[src/rtl/lkarb_pkg.sv]
package lkarb_pkg;
    typedef enum logic [0:0] {
        ILV_BANK = 1'b0,
        ILV_SET  = 1'b1
    } ilv_mode_e;

    typedef enum logic [1:0] {
        ST_IDLE = 2'd0,
        ST_RUN  = 2'd1,
        ST_FULL = 2'd2
    } arb_state_e;
endpackage

[src/rtl/lkarb_keygen.sv]
module lkarb_keygen #(
    parameter int                    ADDR_W   = 32,
    parameter int                    KEY_W    = 2,
    parameter int                    WORD_OFF = 2,
    parameter int                    LINE_OFF = 6,
    parameter lkarb_pkg::ilv_mode_e  MODE     = lkarb_pkg::ILV_BANK
) (
    input  logic [ADDR_W-1:0] addr,
    output logic [KEY_W-1:0]  key
);
    generate
        if (MODE == lkarb_pkg::ILV_BANK) begin : g_bank
            // bank number sits just above the byte-in-word offset
            assign key = KEY_W'(addr >> WORD_OFF);
        end else begin : g_set
            // low set-index bits sit just above the line offset
            assign key = KEY_W'(addr >> LINE_OFF);
        end
    endgenerate
endmodule

[src/rtl/lkarb_queue.sv]
module lkarb_queue #(
    parameter int ADDR_W = 32,
    parameter int NPORTS = 2,
    parameter int DEPTH  = 8,
    parameter int CNT_W  = 4
) (
    input  logic                          clk,
    input  logic                          rst_n,
    input  logic                          push_en,
    input  logic [NPORTS-1:0]             push_v,
    input  logic [NPORTS-1:0][ADDR_W-1:0] push_addr,
    input  logic [DEPTH-1:0]              take,
    output logic [DEPTH-1:0]              ent_v,
    output logic [DEPTH-1:0][ADDR_W-1:0]  ent_addr,
    output logic [CNT_W-1:0]              cnt,
    output logic [CNT_W-1:0]              cnt_nxt
);
    logic [DEPTH-1:0]             nxt_v;
    logic [DEPTH-1:0][ADDR_W-1:0] nxt_addr;
    int                           n;

    // survivors compact toward slot 0 in age order, new lanes append behind
    always_comb begin
        nxt_v    = '0;
        nxt_addr = '0;
        n        = 0;
        for (int i = 0; i < DEPTH; i++) begin
            if (ent_v[i] && !take[i]) begin
                for (int j = 0; j < DEPTH; j++) begin
                    if (j == n) begin
                        nxt_v[j]    = 1'b1;
                        nxt_addr[j] = ent_addr[i];
                    end
                end
                n = n + 1;
            end
        end
        for (int p = 0; p < NPORTS; p++) begin
            if (push_en && push_v[p]) begin
                for (int j = 0; j < DEPTH; j++) begin
                    if (j == n) begin
                        nxt_v[j]    = 1'b1;
                        nxt_addr[j] = push_addr[p];
                    end
                end
                n = n + 1;
            end
        end
        cnt_nxt = CNT_W'(n);
    end

    always_ff @(posedge clk) begin
        if (!rst_n) begin
            ent_v    <= '0;
            ent_addr <= '0;
            cnt      <= '0;
        end else begin
            ent_v    <= nxt_v;
            ent_addr <= nxt_addr;
            cnt      <= cnt_nxt;
        end
    end
endmodule

[src/rtl/lkarb_pick.sv]
module lkarb_pick #(
    parameter int NPORTS = 2,
    parameter int DEPTH  = 8,
    parameter int KEY_W  = 2,
    parameter int IDX_W  = 3
) (
    input  logic                        en,
    input  logic [DEPTH-1:0]            vld,
    input  logic [DEPTH-1:0][KEY_W-1:0] keys,
    output logic [DEPTH-1:0]            take,
    output logic [NPORTS-1:0]           pv,
    output logic [NPORTS-1:0][IDX_W-1:0] pidx
);
    localparam int NKEYS = 1 << KEY_W;

    logic [NKEYS-1:0] used;
    int               k;

    // oldest-first scan; a key already claimed this cycle blocks younger entries
    always_comb begin
        used = '0;
        take = '0;
        pv   = '0;
        pidx = '0;
        k    = 0;
        for (int i = 0; i < DEPTH; i++) begin
            if (en && vld[i] && (k < NPORTS) && !used[keys[i]]) begin
                take[i]        = 1'b1;
                used[keys[i]]  = 1'b1;
                for (int p = 0; p < NPORTS; p++) begin
                    if (p == k) begin
                        pv[p]   = 1'b1;
                        pidx[p] = IDX_W'(i);
                    end
                end
                k = k + 1;
            end
        end
    end
endmodule

[src/rtl/lookup_arbiter.sv]
module lookup_arbiter #(
    parameter int                    ADDR_W     = 32,
    parameter int                    NPORTS     = 2,
    parameter int                    NWAYS      = 4,
    parameter int                    DEPTH      = 8,
    parameter int                    WORD_BYTES = 4,
    parameter int                    LINE_BYTES = 64,
    parameter lkarb_pkg::ilv_mode_e  MODE       = lkarb_pkg::ILV_BANK
) (
    input  logic                       clk,
    input  logic                       rst_n,
    input  logic [NPORTS-1:0]          in_valid,
    input  logic [NPORTS*ADDR_W-1:0]   in_addr,
    output logic                       in_ready,
    output logic [NPORTS-1:0]          lk_valid,
    output logic [NPORTS*ADDR_W-1:0]   lk_addr,
    output logic [NPORTS*$clog2(NWAYS)-1:0] lk_key
);
    import lkarb_pkg::*;

    localparam int KEY_W    = $clog2(NWAYS);
    localparam int WORD_OFF = $clog2(WORD_BYTES);
    localparam int LINE_OFF = $clog2(LINE_BYTES);
    localparam int IDX_W    = (DEPTH > 1) ? $clog2(DEPTH) : 1;
    localparam int CNT_W    = $clog2(DEPTH + 1);

    arb_state_e                    state_q, state_d;
    logic                          issue_en;
    logic [NPORTS-1:0][ADDR_W-1:0] push_addr;
    logic [DEPTH-1:0]              ent_v, take;
    logic [DEPTH-1:0][ADDR_W-1:0]  ent_addr;
    logic [DEPTH-1:0][KEY_W-1:0]   ent_key;
    logic [CNT_W-1:0]              q_cnt, q_cnt_nxt;
    logic [NPORTS-1:0][IDX_W-1:0]  pidx;
    logic                          nxt_empty, nxt_tight;

    assign push_addr = in_addr;

    lkarb_queue #(
        .ADDR_W(ADDR_W), .NPORTS(NPORTS), .DEPTH(DEPTH), .CNT_W(CNT_W)
    ) u_queue (
        .clk      (clk),
        .rst_n    (rst_n),
        .push_en  (in_ready),
        .push_v   (in_valid),
        .push_addr(push_addr),
        .take     (take),
        .ent_v    (ent_v),
        .ent_addr (ent_addr),
        .cnt      (q_cnt),
        .cnt_nxt  (q_cnt_nxt)
    );

    generate
        for (genvar e = 0; e < DEPTH; e++) begin : g_key
            lkarb_keygen #(
                .ADDR_W(ADDR_W), .KEY_W(KEY_W), .WORD_OFF(WORD_OFF),
                .LINE_OFF(LINE_OFF), .MODE(MODE)
            ) u_kg (
                .addr(ent_addr[e]),
                .key (ent_key[e])
            );
        end
    endgenerate

    lkarb_pick #(
        .NPORTS(NPORTS), .DEPTH(DEPTH), .KEY_W(KEY_W), .IDX_W(IDX_W)
    ) u_pick (
        .en  (issue_en),
        .vld (ent_v),
        .keys(ent_key),
        .take(take),
        .pv  (lk_valid),
        .pidx(pidx)
    );

    generate
        for (genvar p = 0; p < NPORTS; p++) begin : g_port
            assign lk_addr[p*ADDR_W +: ADDR_W] = lk_valid[p] ? ent_addr[pidx[p]] : '0;
            assign lk_key[p*KEY_W +: KEY_W]    = lk_valid[p] ? ent_key[pidx[p]]  : '0;
        end
    endgenerate

    // occupancy class that the coming edge will leave behind
    assign nxt_empty = (q_cnt_nxt == '0);
    assign nxt_tight = ((DEPTH - int'(q_cnt_nxt)) < NPORTS);

    always_comb begin
        state_d = state_q;
        unique case (state_q)
            ST_IDLE: begin
                if (nxt_tight)       state_d = ST_FULL;   // jam
                else if (!nxt_empty) state_d = ST_RUN;    // fill
            end
            ST_RUN: begin
                if (nxt_empty)       state_d = ST_IDLE;   // drain
                else if (nxt_tight)  state_d = ST_FULL;   // clog
            end
            ST_FULL: begin
                if (nxt_empty)       state_d = ST_IDLE;   // flush
                else if (!nxt_tight) state_d = ST_RUN;    // relieve
            end
            default:                 state_d = ST_IDLE;
        endcase
    end

    always_ff @(posedge clk) begin
        if (!rst_n) state_q <= ST_IDLE;
        else        state_q <= state_d;
    end

    always_comb begin
        in_ready = (state_q != ST_FULL);
        issue_en = (state_q != ST_IDLE);
    end
endmodule

[config.mk]
export PLATFORM = sky130hd
export DESIGN_NAME = lookup_arbiter
export DESIGN_NICKNAME = d
export VERILOG_FILES = /design/src/rtl/lkarb_pkg.sv /design/src/rtl/lkarb_keygen.sv /design/src/rtl/lkarb_queue.sv /design/src/rtl/lkarb_pick.sv /design/src/rtl/lookup_arbiter.sv
export SDC_FILE = /design/constraint.sdc
export NUM_CORES = 2
export LEC_CHECK = 0
export ABC_CLOCK_PERIOD_IN_PS = 9100
export BUFFER_PORTS_ARGS = -buffer_cell sky130_fd_sc_hd__buf_2
export CAP_MARGIN = 15
export CORE_UTILIZATION = 40
export DETAILED_ROUTE_END_ITERATION = 7
export HOLD_SLACK_MARGIN = 0.15
export PLACE_DENSITY = 0.54
export SYNTH_ARGS = -nofsm -noshare
export SYNTH_HDL_FRONTEND = slang
export SYNTH_SLANG_ARGS = --single-unit
[constraint.sdc]
create_clock -name clk -period 9.1 [get_ports clk]
set_input_delay 0.455 -clock clk [delete_from_list [all_inputs] [get_ports clk]]
set_output_delay 0.455 -clock clk [all_outputs]
set_load 0.03 [all_outputs]
After elaboration in Yosys (flattened, before gate mapping)
Index checks and enable logic that the tools add are counted.
{"block": "word_totals", "reg_bits": 266, "output_inout_bits": 71}
{"block": "op_classes", "reduce_logical": 76, "mux": 287, "n_bitwise": 6, "order_cmp": 25, "addsub": 16, "n_eq_ne": 76}
{"op": "$mux 32", "n": 91}
{"op": "$mux 256", "n": 9}
{"op": "$eq 4x32->1 const A", "n": 32}
{"op": "$eq 3x32->1 const A", "n": 16}
{"op": "$logic_not 32->1", "n": 16}
{"op": "$eq 2x32->1 const A", "n": 14}
{"op": "$add 32x2->32 const B", "n": 12}
{"op": "$bmux 32 s3", "n": 2}
{"op": "$lt 32x3->1 const B", "n": 6}
{"op": "$mux 1", "n": 114}
{"op": "$mux 8", "n": 9}
{"op": "$mux 6", "n": 7}
{"op": "$logic_and 1x1->1", "n": 40}
{"op": "$mux 3", "n": 12}
{"op": "$mux 2", "n": 17}
{"op": "$mux 4", "n": 8}
{"op": "$lt 2x3->1 const B", "n": 8}
{"op": "$or 4x4->4", "n": 6}
{"op": "$bmux 1 s2", "n": 8}
{"op": "$logic_not 1->1", "n": 16}
{"op": "$demux 1 s2", "n": 7}
{"op": "$ge 2x1->1 const B", "n": 7}
{"op": "$bmux 2 s3", "n": 2}
{"op": "$eq 3x1->1 const A", "n": 4}
{"op": "other kinds (17)", "n": 23}

Logic depth before layout (Yosys ltp)
{"block": "logic_depth", "word_depth": 52, "ltp_mapped": 41, "depth_no_buf": 39}

Modules after synthesis
From an unflattened synthesis, not the netlist that was laid out.
{"block": "unflattened", "hier_cells": 4584, "hier_area_um2": 34464.3}
{"module": "lkarb_queue", "area_per_inst_um2": 27511.4, "seq_area_each_um2": 5365.1, "n_inst": 1, "cells_per_inst": 3833}
{"module": "lookup_arbiter", "area_per_inst_um2": 5143.7, "seq_area_each_um2": 40.0, "n_inst": 1, "cells_per_inst": 484}
{"module": "lkarb_pick", "area_per_inst_um2": 1689.1, "seq_area_each_um2": 0.0, "n_inst": 1, "cells_per_inst": 251}
{"module": "lkarb_keygen", "area_per_inst_um2": 15.0, "seq_area_each_um2": 0.0, "n_inst": 8, "cells_per_inst": 2}

Worst setup path before layout
Ideal clock, no wire load.
{"block": "synth_timing", "kind": "register to register", "startpoint": "reg u_queue.ent_addr[34] (netlist bit)", "endpoint": "reg state_q[0]", "synth_period_minus_slack_ns": 8.189, "arrival_time_ns": 8.085, "path_slack_ns": 0.911, "setup_ns": 0.103, "path_stages_with_launch": 35, "path_cell_list": "dfxtp_1 > buf_2 > xnor2_2 > a31oi_1 > ha_1 > nor2b_1 > nand2_1 > a31o_2 > or3_1 > clkbuf_1 > xnor2_1 > inv_1 > ha_1 > inv_1 > a2bb2oi_1 > nand3_1 > a211o_1 > a211o_1 > o41ai_4 > mux2_2 > ha_1 > mux2_2 > ha_1 > mux2i_1 > inv_1 > ha_1 > nand2_1 > a21boi_1 > ha_1 > or3_1 > o32a_1 > nor4b_1 > mux2i_1 > nand3_1 > a2111oi_2"}
{"block": "synth_via", "elab_chain_cells": 47}
{"item": "from (decl)", "line_no": "lkarb_queue.sv:14", "rtl": "output logic [DEPTH-1:0][ADDR_W-1:0] ent_addr,"}
{"item": "from (signal assigned)", "line_no": "lkarb_queue.sv:59", "rtl": "ent_addr <= nxt_addr;"}
{"item": "parallel branches: the longest is 38 deep, another holds $lt 32x3->1"}
{"item": "$mux 32 *", "line_no": "lkarb_queue.sv:28", "rtl": "if (ent_v[i] && !take[i]) begin"}
{"item": "$add 32x2->32", "line_no": "lkarb_queue.sv:46", "rtl": "n = n + 1;"}
{"item": "$mux 32 *", "line_no": "lkarb_queue.sv:39", "rtl": "if (push_en && push_v[p]) begin"}
{"item": "$add 4x2->4", "line_no": "lkarb_queue.sv:46"}
{"item": "$mux 4 *", "line_no": "lkarb_queue.sv:39"}
{"item": "$sub 4x4->5", "line_no": "lookup_arbiter.sv:86", "rtl": "assign nxt_tight = ((DEPTH - int'(q_cnt_nxt)) < NPORTS);"}
{"item": "$lt 5x3->1", "line_no": "lookup_arbiter.sv:86"}
{"item": "$ne 3x3->1 (no source line) or $mux 2 (tied branches)"}
{"item": "$reduce_and 3->1 (no source line) or $pmux 2 s3 (tied branches)"}
{"item": "to (signal assigned)", "line_no": "lookup_arbiter.sv:109", "rtl": "else state_q <= state_d;"}
{"item": "to (decl)", "line_no": "lookup_arbiter.sv:27", "rtl": "arb_state_e state_q, state_d;"}
Every way passes the cells marked *. The select of a mux whose other input is x is not followed.
A chain may end at the register's enable or synchronous reset.

Worst setup path in the final report
{"block": "layout_timing", "startpoint": "reg u_queue.ent_v[0]", "endpoint": "out lk_addr[32]"}
{"block": "layout_via", "elab_chain_cells": 41}
{"item": "from (decl)", "line_no": "lkarb_queue.sv:13", "rtl": "output logic [DEPTH-1:0] ent_v,"}
{"item": "from (signal assigned)", "line_no": "lkarb_queue.sv:58", "rtl": "ent_v <= nxt_v;"}
{"item": "$logic_and 1x1->1 * (2 in series)", "line_no": "lkarb_pick.sv:27", "rtl": "if (en && vld[i] && (k < NPORTS) && !used[keys[i]]) begin"}
{"item": "parallel branches: the longest is 38 deep, another holds $lt 32x3->1"}
{"item": "$mux 32 *", "line_no": "lookup_arbiter.sv:79", "rtl": "assign lk_addr[p*ADDR_W +: ADDR_W] = lk_valid[p] ? ent_addr[pidx[p]] : '0;"}
{"item": "to (decl)", "line_no": "lookup_arbiter.sv:16", "rtl": "output logic [NPORTS*ADDR_W-1:0] lk_addr,"}
Marks and branches as above.

==> impl_results.md <==
* Share of cells above drive strength 1 at 0.116
* Critical Path Sink: lk_addr[32]
* DRC at 0
* Number of port buffers at approximately 140
* Max-slew violation total from the final report at 0
* Sequential share of power at 0.206
* CTS tree: built
* Fin. Hold Viols at 0
* Clk_skew at 0.0203 ns
* Path depth of the worst reg2reg path at 33
* Synth Instances at 5034
* Antenna-violating nets left at 0
* GRT Util Overall at 0.374
* Maxcap violations at 0
* Pin count of the biggest net entering global routing at between 90 and 100
* Final min period at 8.77 ns
* H-Tree Level Count at 2
* Post-route cell area at 0.0356 mm²
* Hold slack at 0.200 ns
* Gate power share at 0.593
* Reg2reg start: u_queue.ent_v[0]
* CORE AREA at 0.0820 mm²
* Placed insts at ~5.7k
* Period utilization at 0.963
* Power per cell area at 230 mW/mm²
* Detailed placement HPWL at around 100000 µm
* Clk pwr share at 0.202
* Crit path launch type: flop
* Seq/Total Area, Yosys at 0.161
* Root buffer cell: clkbuf_16
* DIE AREA at between 0.08 and 0.09 mm²
* Post-Synthesis Cell Area at 0.0331 mm²
* Lkg Pwr at 16.4 nW
* First-pass iteration count of the detailed router at 7
* Yosys cell types at 107
* Total internal power at 4.00 mW
* Relative slew slack at 0.132
* Worst-skew pair later-pin latency at 0.59 ns
* Clock slew at reported path FFs at about 0.060 ns
* Crit. End Element: output port
* GRT overflow at 0
* Initial antenna violation count at 9
* Register-to-Register Setup Slack at 0.45 ns
* Top FF cell, synth: dfxtp_1
* CP arrival at 8.31 ns
* Util after Layout at 0.434
* Setup CP Type: flop to output port
* TNS Setup at 0 ns
* Finished Layout Cells at between 5k and 6k
* Ys async rst share at 0
* Status: completed
* DP Area at 0.0340 mm²
* Number of CTS-inserted buffers at 39
* F_max at 114 MHz
* Final #Nets at 4774
* Total clock sinks at 266
* Fillers at 8615
* Boundary pin count at ~140
* Die height at ~290 µm
* Max clock buf depth at 3
* First-pass GRT wire length at 238000 µm
* Final setup fails at 0
* Sw frac at 0.511
* Worst IR Drop VDD at between 0.2 and 0.3 mV
* Worst-path maximum fanout at 43
* Routed len/inst at 28.8 µm
* CP peak stage delay at 0.45 ns
* Seq cells post-synth at 266
* Crit-path slowest cell: dfxtp_1
* Worst slew pin tran at ~1.3 ns
* Via density at 6.79
* Vias after detailed routing at between 30k and 40k
* Avg Synthesized Cell Area at 6.58 µm²
* Worst Hold Depth at 3
* Starting DRC count in detailed routing at 4905
* Net count after synthesis at 5156
* Area delta synth->final at 7.33%
* Total wire length at between 150000 and 200000 µm
* Psw at 4.17 mW
* Min-delay worst type: input port to flop
* RePlAce Congestion at 0.920
* Reg-to-Reg End: state_q[0]
* Critical Path Source: u_queue.ent_v[0]
* Yosys warns at 0
* Row cnt at 105
* EDFF count, synth at 0
* Vias in the first global route at 34.9k
* Die W at 290 µm
* Worst EP required at 8.65 ns
* Starting Density at 0.404
cells in the final DEF, fill, tap and decap left out, drive strengths merged, types with 4 or more instances in the layout:
cell,synthesis,final
a211o,69,69
a211oi,136,136
a21oi,458,458
a221oi,4,4
a311oi,39,39
a31o,5,5
a31oi,167,167
a32o,32,32
and2,18,18
and3,41,41
buf,239,275
clkbuf,460,60
clkinv,2,8
dfxtp,266,266
diode,0,4
ha,53,53
inv,83,84
mux2,66,66
mux2i,415,415
nand2,764,764
nand2b,13,13
nand3,194,194
nand3b,4,4
nand4,10,10
nor2,641,641
nor2b,9,9
nor3,22,22
nor4,7,7
o211a,121,121
o211ai,328,328
o21a,7,7
o21ai,217,217
o311ai,35,35
o31ai,5,5
or2,8,8
or3,10,10
xnor2,22,22
xor2,8,8
worst max-delay path: cells and delay by family, from the launching register on:
| kind | cells | cell delay, ns |
|---|---|---|
| AO/OA/AOI/OAI | 11 | 2.85 |
| AND/OR/NAND/NOR | 8 | 1.75 |
| buffers and inverters | 6 | 0.89 |
| adder cells (fa/ha/maj) | 3 | 0.87 |
| flip-flops | 1 | 0.45 |
| XOR/XNOR | 2 | 0.45 |
| multiplexers | 1 | 0.37 |
power groups by stage:
stage	combinational (mW)	sequential, mW	clock [mW]
after floorplan	3.22	1.47	0
after global placement	4.60	1.69	0
after detailed placement	4.64	1.69	0
after CTS	4.67	1.66	1.64
after global routing	5.11	1.70	1.69
final	4.84	1.68	1.65
cell type report:
class	instances	area, µm²	share of cell area
multi-input combinational	3984	25200	0.707
clock inverter	10	140	0.00394
clock buffer	59	1160	0.0327
timing repair buffer	276	2100	0.0591
sequential	266	5330	0.150
inverter	85	324	0.00911
antenna	4	10.0	0.000281
tap	1070	1340	0.0376
cell usage after synthesis, types with 13 or more instances:
cell type    n  area, µm²
a211o_1     69        604
a211oi_1   132        991
a21oi_1    455       2280
a311oi_1    38        333
a31oi_1    167       1040
a32o_1      32        320
and2_1      17        106
and3_1      41        257
buf_1      118        443
buf_2      106        531
buf_4       13       97.6
clkbuf_1   456       1710
dfxtp_1    266       5330
ha_1        53        663
inv_1       81        304
mux2_2      66        743
mux2i_1    415       4150
nand2_1    764       2870
nand2b_1    13       81.3
nand3_1    194        971
nor2_1     640       2400
nor3_1      21        105
o211a_1    121       1210
o211ai_1   326       2450
o21ai_0    213       1070
o311ai_0    34        298
xnor2_1     15        131
sequential cells by signal (all words and copies together), names as in the netlist:
name	cells
u_queue.ent_addr	256
u_queue.ent_v	8
state_q	2
per-layer routing:
| layer | part of all wire | vias to the layer above | global-route usage |
|---|---|---|---|
| met5 | 0.00022 | - | 0.00227 |
| met4 | 0.062 | 8 | 0.206 |
| met3 | 0.12 | 636 | 0.0751 |
| met2 | 0.43 | 2721 | 0.578 |
| met1 | 0.39 | 18375 | 0.485 |
| li1 | - | 17339 | - |
stage by stage:
stage	worst slack, ns	total power, mW
floorplan	0.911	4.69
global placement	0.413	6.29
detailed placement	0.218	6.33
CTS	0.0760	7.97
global route	-0.0193	8.50
finish	0.334	8.17
cell families (layout without fill, tap and decap cells):
kind of cell	after synthesis	count (layout)	synth area share
simple gates	1752	1752	0.219
compound gates	1664	1664	0.345
xor+xnor	32	32	0.0115
other cells	0	4	0
fa+ha+maj	55	55	0.0210
flops	266	266	0.161
buf+inv	784	430	0.0950
mux	481	481	0.148
worst min path at each step:
stage	start	to	slack [ns]
after floorplan	state_q[0]	state_q[0]	0.56
after global placement	state_q[0]	state_q[0]	0.63
after detailed placement	state_q[1]	state_q[0]	0.65
after CTS	in_addr[47]	u_queue.ent_addr[111]	0.18
after global routing	in_addr[51]	u_queue.ent_addr[83]	0.20
final	in_addr[45]	u_queue.ent_addr[77]	0.20
what timing repair did:
item	CTS	global route
resized for setup	1	17
pin swaps	2	4
setup endpoints to repair	9	294
gates cloned	0	1
setup buffers	3	9
hold buffers	0	0
(Power assumes the default switching activity.)
